==> src/rtl/cfgl_pkg.sv <==
package cfgl_pkg;

   typedef enum logic [2:0] {
      ST_ARM,
      ST_HDR,
      ST_FSTART,
      ST_FDATA,
      ST_FEND,
      ST_BOOT,
      ST_DONE,
      ST_FAULT
   } cfgl_state_e;

   // Patterns are listed first bit first; the bus carries that bit on bit 0.
   function automatic logic [7:0] d0_first(input logic [7:0] pat);
      logic [7:0] r;
      for (int i = 0; i < 8; i++) r[i] = pat[7-i];
      return r;
   endfunction

   localparam logic [7:0] FILL_B  = 8'hFF;
   localparam logic [7:0] PRE_B   = d0_first(8'b11110010);
   localparam logic [7:0] CHK_B   = d0_first(8'b11010010);
   localparam logic [7:0] START_B = d0_first(8'b11111110);

   localparam int HDR_LEN = 7;
   localparam int PRE_IDX = 2;
   localparam int EOH_IDX = HDR_LEN - 1;

endpackage

==> src/rtl/cfgl_hdr_match.sv <==
module cfgl_hdr_match
   import cfgl_pkg::*;
#(
   parameter bit CHECK_FILL = 1'b1
) (
   input  logic [2:0] idx_i,
   input  logic [7:0] byte_i,
   output logic       ok_o
);

   logic is_pre;
   logic is_eoh;

   assign is_pre = (idx_i == 3'(PRE_IDX));
   assign is_eoh = (idx_i == 3'(EOH_IDX));

   generate
      if (CHECK_FILL) begin : g_strict
         always_comb begin
            if (is_pre)      ok_o = (byte_i == PRE_B);
            else if (is_eoh) ok_o = (byte_i == CHK_B);
            else             ok_o = (byte_i == FILL_B);
         end
      end else begin : g_loose
         always_comb begin
            if (is_pre)      ok_o = (byte_i == PRE_B);
            else if (is_eoh) ok_o = (byte_i == CHK_B);
            else             ok_o = 1'b1;
         end
      end
   endgenerate

endmodule

==> src/rtl/cfgl_frame_track.sv <==
module cfgl_frame_track #(
   parameter int FRAME_BYTES = 4,
   parameter int FRAME_COUNT = 3,
   parameter int ADDR_W      = 4
) (
   input  logic              clk,
   input  logic              rst_n,
   input  logic              clr_i,
   input  logic              byte_i,
   input  logic              frame_i,
   output logic              last_byte_o,
   output logic              last_frame_o,
   output logic [ADDR_W-1:0] addr_o
);

   localparam int BW = (FRAME_BYTES > 1) ? $clog2(FRAME_BYTES) : 1;
   localparam int FW = (FRAME_COUNT > 1) ? $clog2(FRAME_COUNT) : 1;

   logic [BW-1:0]     byte_cnt_q;
   logic [FW-1:0]     frame_cnt_q;
   logic [ADDR_W-1:0] addr_q;

   assign last_byte_o  = (byte_cnt_q  == BW'(FRAME_BYTES - 1));
   assign last_frame_o = (frame_cnt_q == FW'(FRAME_COUNT - 1));
   assign addr_o       = addr_q;

   always_ff @(posedge clk or negedge rst_n) begin
      if (!rst_n) begin
         byte_cnt_q  <= '0;
         frame_cnt_q <= '0;
         addr_q      <= '0;
      end else if (clr_i) begin
         byte_cnt_q  <= '0;
         frame_cnt_q <= '0;
         addr_q      <= '0;
      end else begin
         if (byte_i) begin
            addr_q     <= addr_q + 1'b1;
            byte_cnt_q <= last_byte_o ? '0 : byte_cnt_q + 1'b1;
         end
         if (frame_i && !last_frame_o)
            frame_cnt_q <= frame_cnt_q + 1'b1;
      end
   end


   payload_step_chk: assert property (@(posedge clk) disable iff (!rst_n)
      (byte_i && !clr_i) |=> (addr_o == $past(addr_o) + 1'b1));

endmodule

==> src/rtl/cfgl_wr_port.sv <==
module cfgl_wr_port #(
   parameter int ADDR_W = 4
) (
   input  logic              clk,
   input  logic              rst_n,
   input  logic              en_i,
   input  logic [ADDR_W-1:0] addr_i,
   input  logic [7:0]        data_i,
   output logic              we_o,
   output logic [ADDR_W-1:0] addr_o,
   output logic [7:0]        data_o
);

   always_ff @(posedge clk or negedge rst_n) begin
      if (!rst_n) begin
         we_o   <= 1'b0;
         addr_o <= '0;
         data_o <= '0;
      end else begin
         we_o <= en_i;
         if (en_i) begin
            addr_o <= addr_i;
            data_o <= data_i;
         end
      end
   end


   wr_addr_step_chk: assert property (@(posedge clk) disable iff (!rst_n)
      (we_o && $past(we_o) && $past(en_i, 2)) |-> (addr_o == $past(addr_o) + 1'b1));

endmodule

==> src/rtl/cfg_stream_loader.sv <==
module cfg_stream_loader
   import cfgl_pkg::*;
#(
   parameter int  FRAME_BYTES = 4,
   parameter int  FRAME_COUNT = 3,
   parameter int  STARTUP_CYC = 6,
   parameter bit  CHECK_FILL  = 1'b1,
   localparam int DEPTH       = FRAME_BYTES * FRAME_COUNT,
   localparam int ADDR_W      = (DEPTH > 1) ? $clog2(DEPTH) : 1
) (
   input  logic              clk,
   input  logic              rst_n,
   input  logic              prog_n,
   input  logic              sel_i,
   input  logic [7:0]        data_i,
   output logic              cascade_o,
   output logic              fault_n_o,
   output logic              done_o,
   output logic              mem_we_o,
   output logic [ADDR_W-1:0] mem_addr_o,
   output logic [7:0]        mem_data_o
);

   localparam int CW = $clog2(STARTUP_CYC + 1);

   generate
      if (FRAME_BYTES < 1) begin : g_bad_bytes
         $error("FRAME_BYTES must be at least 1");
      end
      if (FRAME_COUNT < 1) begin : g_bad_frames
         $error("FRAME_COUNT must be at least 1");
      end
      if (STARTUP_CYC < 1) begin : g_bad_boot
         $error("STARTUP_CYC must be at least 1");
      end
   endgenerate

   cfgl_state_e       st_q, st_d;
   logic [2:0]        hdr_idx_q;
   logic [CW-1:0]     boot_cnt_q;
   logic              hdr_ok;
   logic              last_byte, last_frame;
   logic              step_byte, step_frame, trk_clr;
   logic [ADDR_W-1:0] wr_addr;

   cfgl_hdr_match #(.CHECK_FILL(CHECK_FILL)) u_hdr (
      .idx_i  (hdr_idx_q),
      .byte_i (data_i),
      .ok_o   (hdr_ok)
   );

   assign step_byte  = (st_q == ST_FDATA) && sel_i && prog_n;
   assign step_frame = (st_q == ST_FEND) && sel_i && (data_i == CHK_B);
   assign trk_clr    = !prog_n || (st_q == ST_ARM);

   cfgl_frame_track #(
      .FRAME_BYTES (FRAME_BYTES),
      .FRAME_COUNT (FRAME_COUNT),
      .ADDR_W      (ADDR_W)
   ) u_trk (
      .clk          (clk),
      .rst_n        (rst_n),
      .clr_i        (trk_clr),
      .byte_i       (step_byte),
      .frame_i      (step_frame),
      .last_byte_o  (last_byte),
      .last_frame_o (last_frame),
      .addr_o       (wr_addr)
   );

   cfgl_wr_port #(.ADDR_W(ADDR_W)) u_wr (
      .clk    (clk),
      .rst_n  (rst_n),
      .en_i   (step_byte),
      .addr_i (wr_addr),
      .data_i (data_i),
      .we_o   (mem_we_o),
      .addr_o (mem_addr_o),
      .data_o (mem_data_o)
   );

   always_comb begin
      st_d = st_q;
      unique case (st_q)
         ST_ARM:    st_d = ST_HDR;
         ST_HDR:    if (sel_i) begin
                       if (!hdr_ok)                       st_d = ST_FAULT;
                       else if (hdr_idx_q == 3'(EOH_IDX)) st_d = ST_FSTART;
                    end
         ST_FSTART: if (sel_i) st_d = (data_i == START_B) ? ST_FDATA : ST_FAULT;
         ST_FDATA:  if (sel_i && last_byte) st_d = ST_FEND;
         ST_FEND:   if (sel_i) begin
                       if (data_i != CHK_B) st_d = ST_FAULT;
                       else                 st_d = last_frame ? ST_BOOT : ST_FSTART;
                    end
         ST_BOOT:   if (boot_cnt_q == CW'(STARTUP_CYC - 1)) st_d = ST_DONE;
         ST_DONE:   st_d = ST_DONE;
         ST_FAULT:  st_d = ST_FAULT;
         default:   st_d = ST_FAULT;
      endcase
      if (!prog_n) st_d = ST_ARM;
   end

   always_ff @(posedge clk or negedge rst_n) begin
      if (!rst_n) begin
         st_q       <= ST_ARM;
         hdr_idx_q  <= '0;
         boot_cnt_q <= '0;
      end else begin
         st_q <= st_d;
         if (!prog_n || st_q == ST_ARM)
            hdr_idx_q <= '0;
         else if (st_q == ST_HDR && sel_i && hdr_ok)
            hdr_idx_q <= hdr_idx_q + 1'b1;
         if (st_q == ST_BOOT)
            boot_cnt_q <= boot_cnt_q + 1'b1;
         else
            boot_cnt_q <= '0;
      end
   end

   assign cascade_o = (st_q == ST_ARM) || (st_q == ST_HDR) ||
                      (st_q == ST_BOOT) || (st_q == ST_DONE);
   assign fault_n_o = (st_q != ST_FAULT);
   assign done_o    = (st_q == ST_DONE);


   fault_hold_chk: assert property (@(posedge clk) disable iff (!rst_n)
      (!fault_n_o && prog_n) |=> (!fault_n_o && !mem_we_o));


   desel_no_write_chk: assert property (@(posedge clk) disable iff (!rst_n)
      (st_q == ST_FDATA && !sel_i) |=> !mem_we_o);


   hdr_release_chk: assert property (@(posedge clk) disable iff (!rst_n)
      ($fell(cascade_o) && fault_n_o) |-> $past(sel_i));


   done_after_full_chk: assert property (@(posedge clk) disable iff (!rst_n)
      $rose(done_o) |-> (cascade_o && $past(cascade_o) && !mem_we_o));

endmodule

==> config.mk <==
export PLATFORM = sky130hd
export DESIGN_NAME = cfg_stream_loader
export DESIGN_NICKNAME = d
export VERILOG_FILES = /design/src/rtl/cfgl_pkg.sv /design/src/rtl/cfgl_hdr_match.sv /design/src/rtl/cfgl_frame_track.sv /design/src/rtl/cfgl_wr_port.sv /design/src/rtl/cfg_stream_loader.sv
export SDC_FILE = /design/constraint.sdc
export NUM_CORES = 1
export LEC_CHECK = 0
export BUFFER_PORTS_ARGS = -buffer_cell sky130_fd_sc_hd__buf_2
export CAP_MARGIN = 20
export CORE_MARGIN = 2
export CORE_UTILIZATION = 55
export CTS_CLUSTER_DIAMETER = 80
export DETAILED_ROUTE_END_ITERATION = 8
export GPL_ROUTABILITY_DRIVEN = 0
export PLACE_DENSITY = 0.78
export SLEW_MARGIN = 10
export SYNTH_ARGS = -nofsm -noshare
export SYNTH_HDL_FRONTEND = slang
export SYNTH_SLANG_ARGS = --single-unit
==> constraint.sdc <==
create_clock -name clk -period 1.92 [get_ports clk]
set_input_delay 0.192 -clock clk [delete_from_list [all_inputs] [get_ports clk]]
set_output_delay 0.192 -clock clk [all_outputs]
set_load 0.02 [all_outputs]
# Yosys cells after proc, flatten, opt, wreduce, memory -nomap -nowiden
# Index checks and enable logic that the tools add are counted.
# op_classes
addsub,5
n_reduce_logical,19
mux,24
n_eq_ne,24
# ops
op,count
$mux 3,14
$eq 8x7->1 const B,3
$pmux 3 s8,1
$eq 3x3->1 const B,6
$ne 3x3->1 const B,5
$mux 2,5
$eq 3x2->1 const B,3
$eq 8x8->1 const B,1
$logic_and 1x1->1,8
$mux 4,2
$ne 8x7->1 const B,1
$add 3x1->3 const B,2
$reduce_and 6->1,1
$reduce_bool 2->1,3
$add 2x1->2 const B,2
$add 4x1->4 const B,1
$eq 2x2->1 const B,2
$logic_or 1x1->1,4
$ne 4x3->1 const B,1
$eq 3x1->1 const B,1
$logic_not 3->1,1
$ne 3x2->1 const B,1
$logic_not 1->1,2
$mux 1,2
# totals
regBits,30
in_bits,12
elab_cells,81
out_inout_bits,16

# Logic depth before layout (Yosys ltp)
# Gate-level depths: netlist (run 1).
# depth
word_depth,7
ltp_mapped,7
ltp_nobuf,7

# Hierarchy
# From an unflattened synthesis (run 1), not the netlist that was laid out.
# unflattened
hier_cells,149
area_unflattened_um2,1706.6
# by_module_without_submodules
mod,instances,cells_each,area_each_um2,seq_area_each_um2
cfg_stream_loader,1,80,737.0,225.2
cfgl_wr_port,1,26,509.2,325.3
cfgl_frame_track,1,35,392.9,200.2
cfgl_hdr_match,1,8,67.6,0.0

# Least setup slack after synthesis (run 1)
# OpenSTA, ideal clock, no wires.
# synth_path
path_type,register -> register
startpoint,register hdr_idx_q[0]
endpoint,register st_q[1]
arrival_time_ns,1.533
stages_incl_launch_ff,8
synth_period_minus_slack_ns,1.659
n_path_buf,0
slack_ns,0.261
setup_time_ns,0.126
t_required_ns,1.794
path_cell_list,dfrtp_1 -> inv_1 -> ha_1 -> nor4b_2 -> nand4b_1 -> a211oi_2 -> or3_4 -> o311a_1
# synth_via
elab_chain_len,7
word_cells_on_any_way,10
cone_classes,eq/ne (3); mux (6); reduce/logical (1)
# synth_rtl
element,line_no,text
start: declaration,cfg_stream_loader.sv:39,logic [2:0] hdr_idx_q;
start signal: assignment,cfg_stream_loader.sv:114,hdr_idx_q <= hdr_idx_q + 1'b1;
$eq 3x3->1,"cfgl_hdr_match.sv:15, cfg_stream_loader.sv:88",
$mux 1,cfgl_hdr_match.sv:21,else if (is_eoh) ok_o = (byte_i == CHK_B);
$mux 1,cfgl_hdr_match.sv:20,if (is_pre) ok_o = (byte_i == PRE_B);
$mux 3,cfg_stream_loader.sv:87,if (!hdr_ok) st_d = ST_FAULT;
$mux 3,cfg_stream_loader.sv:86,ST_HDR: if (sel_i) begin
$pmux 3 s8,cfg_stream_loader.sv:84,unique case (st_q)
$mux 3,cfg_stream_loader.sv:101,if (!prog_n) st_d = ST_ARM;
end signal: assignment,cfg_stream_loader.sv:110,st_q <= st_d;
end: declaration,cfg_stream_loader.sv:38,"cfgl_state_e st_q, st_d;"
# Several ways; a longest one is shown, not always the timed one. The select of a mux whose other input is x is not followed.
# A chain may end at the register's enable or synchronous reset.

# Worst setup path after layout (run 1)
# layout_path
startpoint,register hdr_idx_q[0]
endpoint,register st_q[0]
# The elaborated chain is that of the path after synthesis.

==> results of run 1 <==
-- per-stage QoR --
| stage | instance area [sq um] | total power [uW] | cells | hold WS, ns |
|---|---|---|---|---|
| detailed placement | 1800 | 1740 | 196 | 0.271 |
| global placement | 1800 | 1700 | 196 | 0.248 |
| floorplan | 1620 | 1490 | 140 | -0.104 |
| finish | 1930 | 2390 | 205 | 0.140 |
| global route | 1930 | 2530 | 205 | 0.141 |
| CTS | 1930 | 2400 | 205 | 0.124 |
-- what timing repair did --
action	in CTS	in global routing
gates resized for setup	0	1
hold buffers	1	0
setup endpoints to repair	0	2
hold endpoints to repair	30	0
-- report_power, final --
part           total, uW  switching, uW  internal (uW)
logic                848            481            367
clock network        659            218            441
registers            883            137            746
-- area by class of cell --
type / instances / area [sq um]
clock inverters: 2 / 60.1
inverters: 8 / 30.0
well taps: 31 / 38.8
flip-flops and latches: 30 / 751
multi-input cells: 97 / 823
fillers: 201 / 847
repair buffers: 31 / 180
clock buffers: 6 / 51.3
-- per-layer routing --
layer  vias up  GRT usage [%]  wire (microns)
met4         0           8.97              49
met2        44           37.2            1680
met1       554           26.5            1340
li1        572              -               -
met3         7           5.58             204
met5         -              0               0
-- flip-flops by register name, indices dropped and copies added, names as in the netlist --
| signal | count |
|---|---|
| u_wr.addr_o | 4 |
| st_q | 3 |
| u_trk.byte_cnt_q | 2 |
| u_trk.addr_o | 4 |
| boot_cnt_q | 3 |
| hdr_idx_q | 3 |
| u_wr.we_o | 1 |
| u_wr.data_o | 8 |
| u_trk.frame_cnt_q | 2 |
-- path summary, 6_finish.rpt --
kind / startpoint / end / slack [ns] / cells past startpoint
max reg2reg: hdr_idx_q[0] / st_q[0] / 0.11 / 7
max: hdr_idx_q[0] / st_q[0] / 0.11 / 7
min reg2reg: boot_cnt_q[0] / boot_cnt_q[0] / 0.48 / 1
max in group asynchronous: rst_n / u_wr.addr_o[0] / 1.07 / 2
min in group asynchronous: rst_n / u_trk.byte_cnt_q[0] / 0.42 / 2
min: data_i[0] / u_wr.data_o[0] / 0.14 / 2
-- logic make-up (layout without fill, tap and decap cells) --
group,after synthesis,after routing,share of synthesized area (%)
AO/OA/AOI/OAI,23,23,13.1
flip-flops,30,30,46.3
adder cells (fa/ha/maj),7,7,5.41
buffers and inverters,13,47,3.94
multiplexers,13,13,8.96
XOR/XNOR,9,9,4.87
AND/OR/NAND/NOR,45,45,17.5
-- synthesized netlist by cell type (2+ instances only) --
cell type	instances	area share [%]
dfrtp_1	30	46
nor2_1	15	3.5
mux2_2	12	8.3
ha_1	7	5.4
inv_1	7	1.6
nand2_1	7	1.6
nand3_1	6	1.9
xnor2_1	6	3.2
a22o_1	3	1.6
buf_2	3	0.93
xor2_1	3	1.6
a211oi_2	2	1.5
a21oi_1	2	0.62
a21oi_2	2	1.1
nand4_1	2	0.77
o21a_1	2	0.93
o31ai_1	2	0.93
or2_1	2	0.77
==> results.py, run 1 <==
metrics = {
    "synthesis": {
        "ys_types": 45,
        "synthFlopType": "dfrtp_1",
        "async_reset_ff_share_pct": 100,
        "yosysSeqAreaShare_pct": 46.3,
        "ys_warn_count": 0,
        "synthesis.area_sq_um": 1620,
        "synth_edf_count": 0,
        "synthCells": 140,
        "syn-mean-instance-area_sq_um": 11.6,
        "ys_ff_latch": 30,
        "synthesis.nets": 159,
    },
    "floorplanning": {
        "die_area_sq_um": 3400,
        "rows": 19,
        "die_h_microns": 58.3,
        "core_area_sq_um": 2780,
        "io_pins": 28,
        "dieWidth_microns": 58.3,
        "start_util_pct": 58.3,
    },
    "run_status": {
        "status": "finished clean",
    },
    "critical_path": {
        "cp_top_family": "simple AND/OR/NAND/NOR gates",
        "crit_arrival_ns": 2.00,
        "critPathMaxFanout": 3,
        "worstPathRequired_ns": 2.11,
        "slowest_delay_ns": 0.42,
        "worstSetupStartpointType": "flip-flop",
        "crit_chain": "inv_1 > ha_1 > nor4b_4 > nand4b_1 > a211oi_2 > or3_4 > o32ai_2",
        "path_class": "reg2reg",
        "cp_num_buf_inv": 1,
        "crit_path_end_kind": "flip-flop",
        "cpMaxStageDelayCell": "dfrtp_1",
    },
    "detailed_routing": {
        "wl_per_cell_microns": 16.0,
        "drt-total-wl_microns": 3270,
        "drt-initial-drc-count": 27,
        "ant_nets": 0,
        "avgViaCountPerCell": 5.74,
        "dr.pass1.iters": 4,
        "vias": 1177,
        "drc_errors": 0,
    },
    "global_route": {
        "grt_pass1_vias": 1243,
        "track_usage_pct": 22.0,
        "antenna_found_initial": 0,
        "overflow": 0,
        "grt_max_degree": 31,
        "grt_pass1_wl_microns": 5550,
    },
    "clock_tree": {
        "cts.htree.levels": 2,
        "cts_inserted_buffers": 5,
        "clkTransAtPathRegs_ns": 0.09,
        "cts_tree": "built",
        "cts_buffer_depth": 2,
        "post_cts_buffers": 0,
        "root_buffer": "clkbuf_4",
        "clk_latency_ns": 0.32,
        "numClockSinks": 30,
    },
    "timing": {
        "fin_crit_ns": 1.81,
        "setup_ws_ns": 0.112,
        "slew_headroom_pct": 56.6,
        "hold_violations": 0,
        "rsz0062_at_grt": "false",
        "skew_ns": 0.00513,
        "period_share_pct": 94.2,
        "slew_viol_final": 0,
        "setup_violations": 0,
        "max_freq_ghz": 0.553,
        "worst_slew_pin_slew_ns": 0.651,
        "setup_tns_ns": 0,
    },
    "finish": {
        "final_cell_mix": "30 x dfrtp_1, 27 x buf_2, 15 x nor2_1",
        "area_delta_synth_final_pct": 19.4,
        "final_common_cell": "dfrtp_1",
        "drive_gt1_share_pct": 36.8,
        "fin_nets": 192,
        "antenna_cells": 0,
        "fin_util_pct": 69.5,
    },
    "placed_design": {
        "dp_slack_ns": 0.141,
        "place_hpwl_microns": 2380,
        "io_buffers": 27,
    },
    "run": {
        "cap_violations": 0,
    },
    "hold_path": {
        "hp-class": "in2reg",
    },
    "power_and_ir_drop": {
        "p_leak_uw": 0.000920,
        "vdd_drop_max_uv": 1010,
        "p_per_area_nw_per_um2": 1240,
    },
}
No activity file was read; power rests on OpenSTA's default activity.
==> run 2: changes to the inputs <==
- GPL_TIMING_DRIVEN: unset -> 0
==> run 2 against run 1 <==
- via count increased by 2.4%
- die area is the same
- critical path depth did not move
- sequential power is 7.0% lower
- cell count rose by 0.98%
- register-to-register slack hardly changed
- design area shrank 3.0%
- clock power fell by 42%
- total power decreased by 11%
- largest power group is now combinational cells
==> results.py, run 2 (same netlist as run 1, synthesis figures left out) <==
metrics = {
    "timing": {
        "rsz0062_at_grt": "false",
        "hold_violations": 0,
        "slew_headroom_pct": 56.4,
        "fin_crit_ns": 1.80,
        "slew_viol_final": 0,
        "worst_slew_pin_slew_ns": 0.654,
        "setup_violations": 0,
        "setup_tns_ns": 0,
        "skew_ns": 0.0106,
        "period_share_pct": 93.9,
        "max_freq_ghz": 0.555,
    },
    "detailed_routing": {
        "wl_per_cell_microns": 15.6,
        "drt-initial-drc-count": 35,
        "vias": 1205,
        "drc_errors": 0,
        "drt-total-wl_microns": 3230,
        "avgViaCountPerCell": 5.82,
        "dr.pass1.iters": 4,
        "ant_nets": 0,
    },
    "floorplanning": {
        "dieWidth_microns": 58.3,
        "core_area_sq_um": 2780,
        "die_h_microns": 58.3,
        "start_util_pct": 58.3,
        "rows": 19,
        "io_pins": 28,
        "die_area_sq_um": 3400,
    },
    "placed_design": {
        "io_buffers": 27,
        "placed_cells": 198,
        "placed_area_sq_um": 1790,
        "place_hpwl_microns": 2460,
    },
    "clock_tree": {
        "root_buffer": "clkbuf_4",
        "cts.htree.levels": 2,
        "clkTransAtPathRegs_ns": 0.10,
        "cts_tree": "built",
        "clk_latency_ns": 0.32,
        "cts_buffer_depth": 2,
        "numClockSinks": 30,
        "post_cts_buffers": 0,
        "cts_inserted_buffers": 5,
    },
    "critical_path": {
        "worstPathRequired_ns": 2.13,
        "crit_path_end_kind": "flip-flop",
        "worst-path-stages": 7,
        "crit_arrival_ns": 2.01,
        "slowest_delay_ns": 0.41,
        "worstSetupStartpointType": "flip-flop",
        "cp_top_family": "simple AND/OR/NAND/NOR gates",
        "cp_num_buf_inv": 1,
        "crit_chain": "inv_1 > ha_1 > nor4b_4 > nand4b_1 > a211oi_2 > or3_4 > o311a_1",
        "reg2reg_to": "st_q[1]",
        "critPathMaxFanout": 3,
        "rrSetupSlack_ns": 0.12,
        "reg2reg_depth": 7,
        "cpMaxStageDelayCell": "dfrtp_1",
        "path_class": "reg2reg",
        "r2r-start": "hdr_idx_q[0]",
    },
    "global_route": {
        "grt_pass1_wl_microns": 5520,
        "overflow": 0,
        "antenna_found_initial": 0,
        "grt_max_degree": 31,
        "track_usage_pct": 21.4,
        "grt_pass1_vias": 1227,
    },
    "finish": {
        "drive_gt1_share_pct": 37.5,
        "fin_util_pct": 67.5,
        "final_cell_mix": "30 x buf_2, 30 x dfrtp_1, 15 x nor2_1",
        "n_fill_cell": 224,
        "fin_nets": 194,
        "antenna_cells": 0,
        "postLayoutCellArea_sq_um": 1880,
        "reg.largest.list": "u_wr.data_o x8, u_trk.addr_o x4, u_wr.addr_o x4",
        "area_delta_synth_final_pct": 15.8,
        "largest-register": "u_wr.data_o",
        "largest_register_ffs": 8,
        "fin_cells": 207,
    },
    "run_status": {
        "status": "finished clean",
    },
    "power_and_ir_drop": {
        "p_per_area_nw_per_um2": 1130,
        "vdd_drop_max_uv": 929,
        "p_leak_uw": 0.000905,
        "power_uw": 2120,
    },
    "hold_path": {
        "hp-class": "in2reg",
        "hold_depth": 2,
        "min_to": "st_q[1]",
        "hold_start": "prog_n",
    },
    "run": {
        "cap_violations": 0,
    },
}
-- run 2: metal layers --
metal | share of wire, % | GRT usage, %
met3 | 5.6 | 5.36
met4 | 0.59 | 4.65
met1 | 43 | 28.1
met2 | 51 | 36.0
met5 | 0 | 0
-- run 2: layout make-up --
type                       count  area [sq um]  share of cell area, %
clock inverter                 1          5.00                  0.267
buffer                         5          33.8                   1.80
multi-input combinational     97           818                   43.6
timing repair buffer          28           145                   7.73
clock buffer                   7          55.1                   2.93
inverter                       8          30.0                   1.60
sequential                    30           751                   40.0
tap                           31          38.8                   2.07
-- run 2: through the flow --
| step | setup WS, ns | hold WS (ns) |
|---|---|---|
| final | 0.118 | 0.161 |
| after global routing | 0.00465 | 0.151 |
| after CTS | 0.0434 | 0.143 |
| after detailed placement | 0.0662 | 0.255 |
| after global placement | 0.175 | 0.245 |
| after floorplan | 0.261 | -0.104 |
-- run 2: repair_timing --
action                                  4_1_cts  5_1_grt
hold buffers                                  1        0
resized for setup                             0        2
hold endpoints to repair                     30        0
endpoints found under the setup margin        0        3
-- run 2: worst max path at each step --
stage	end	from	slack, ns
final	st_q[1]	hdr_idx_q[0]	0.12
after global routing	st_q[0]	hdr_idx_q[0]	0.005
after CTS	st_q[0]	hdr_idx_q[0]	0.04
after detailed placement	st_q[0]	hdr_idx_q[0]	0.07
after global placement	st_q[1]	hdr_idx_q[0]	0.18
after floorplan	st_q[1]	hdr_idx_q[0]	0.26
-- run 2: where the power goes --
group          total (uW)  internal, uW  switching, uW
sequential            821           747           73.7
combinational         918           373            545
clock                 384           177            207
total                2120          1300            826
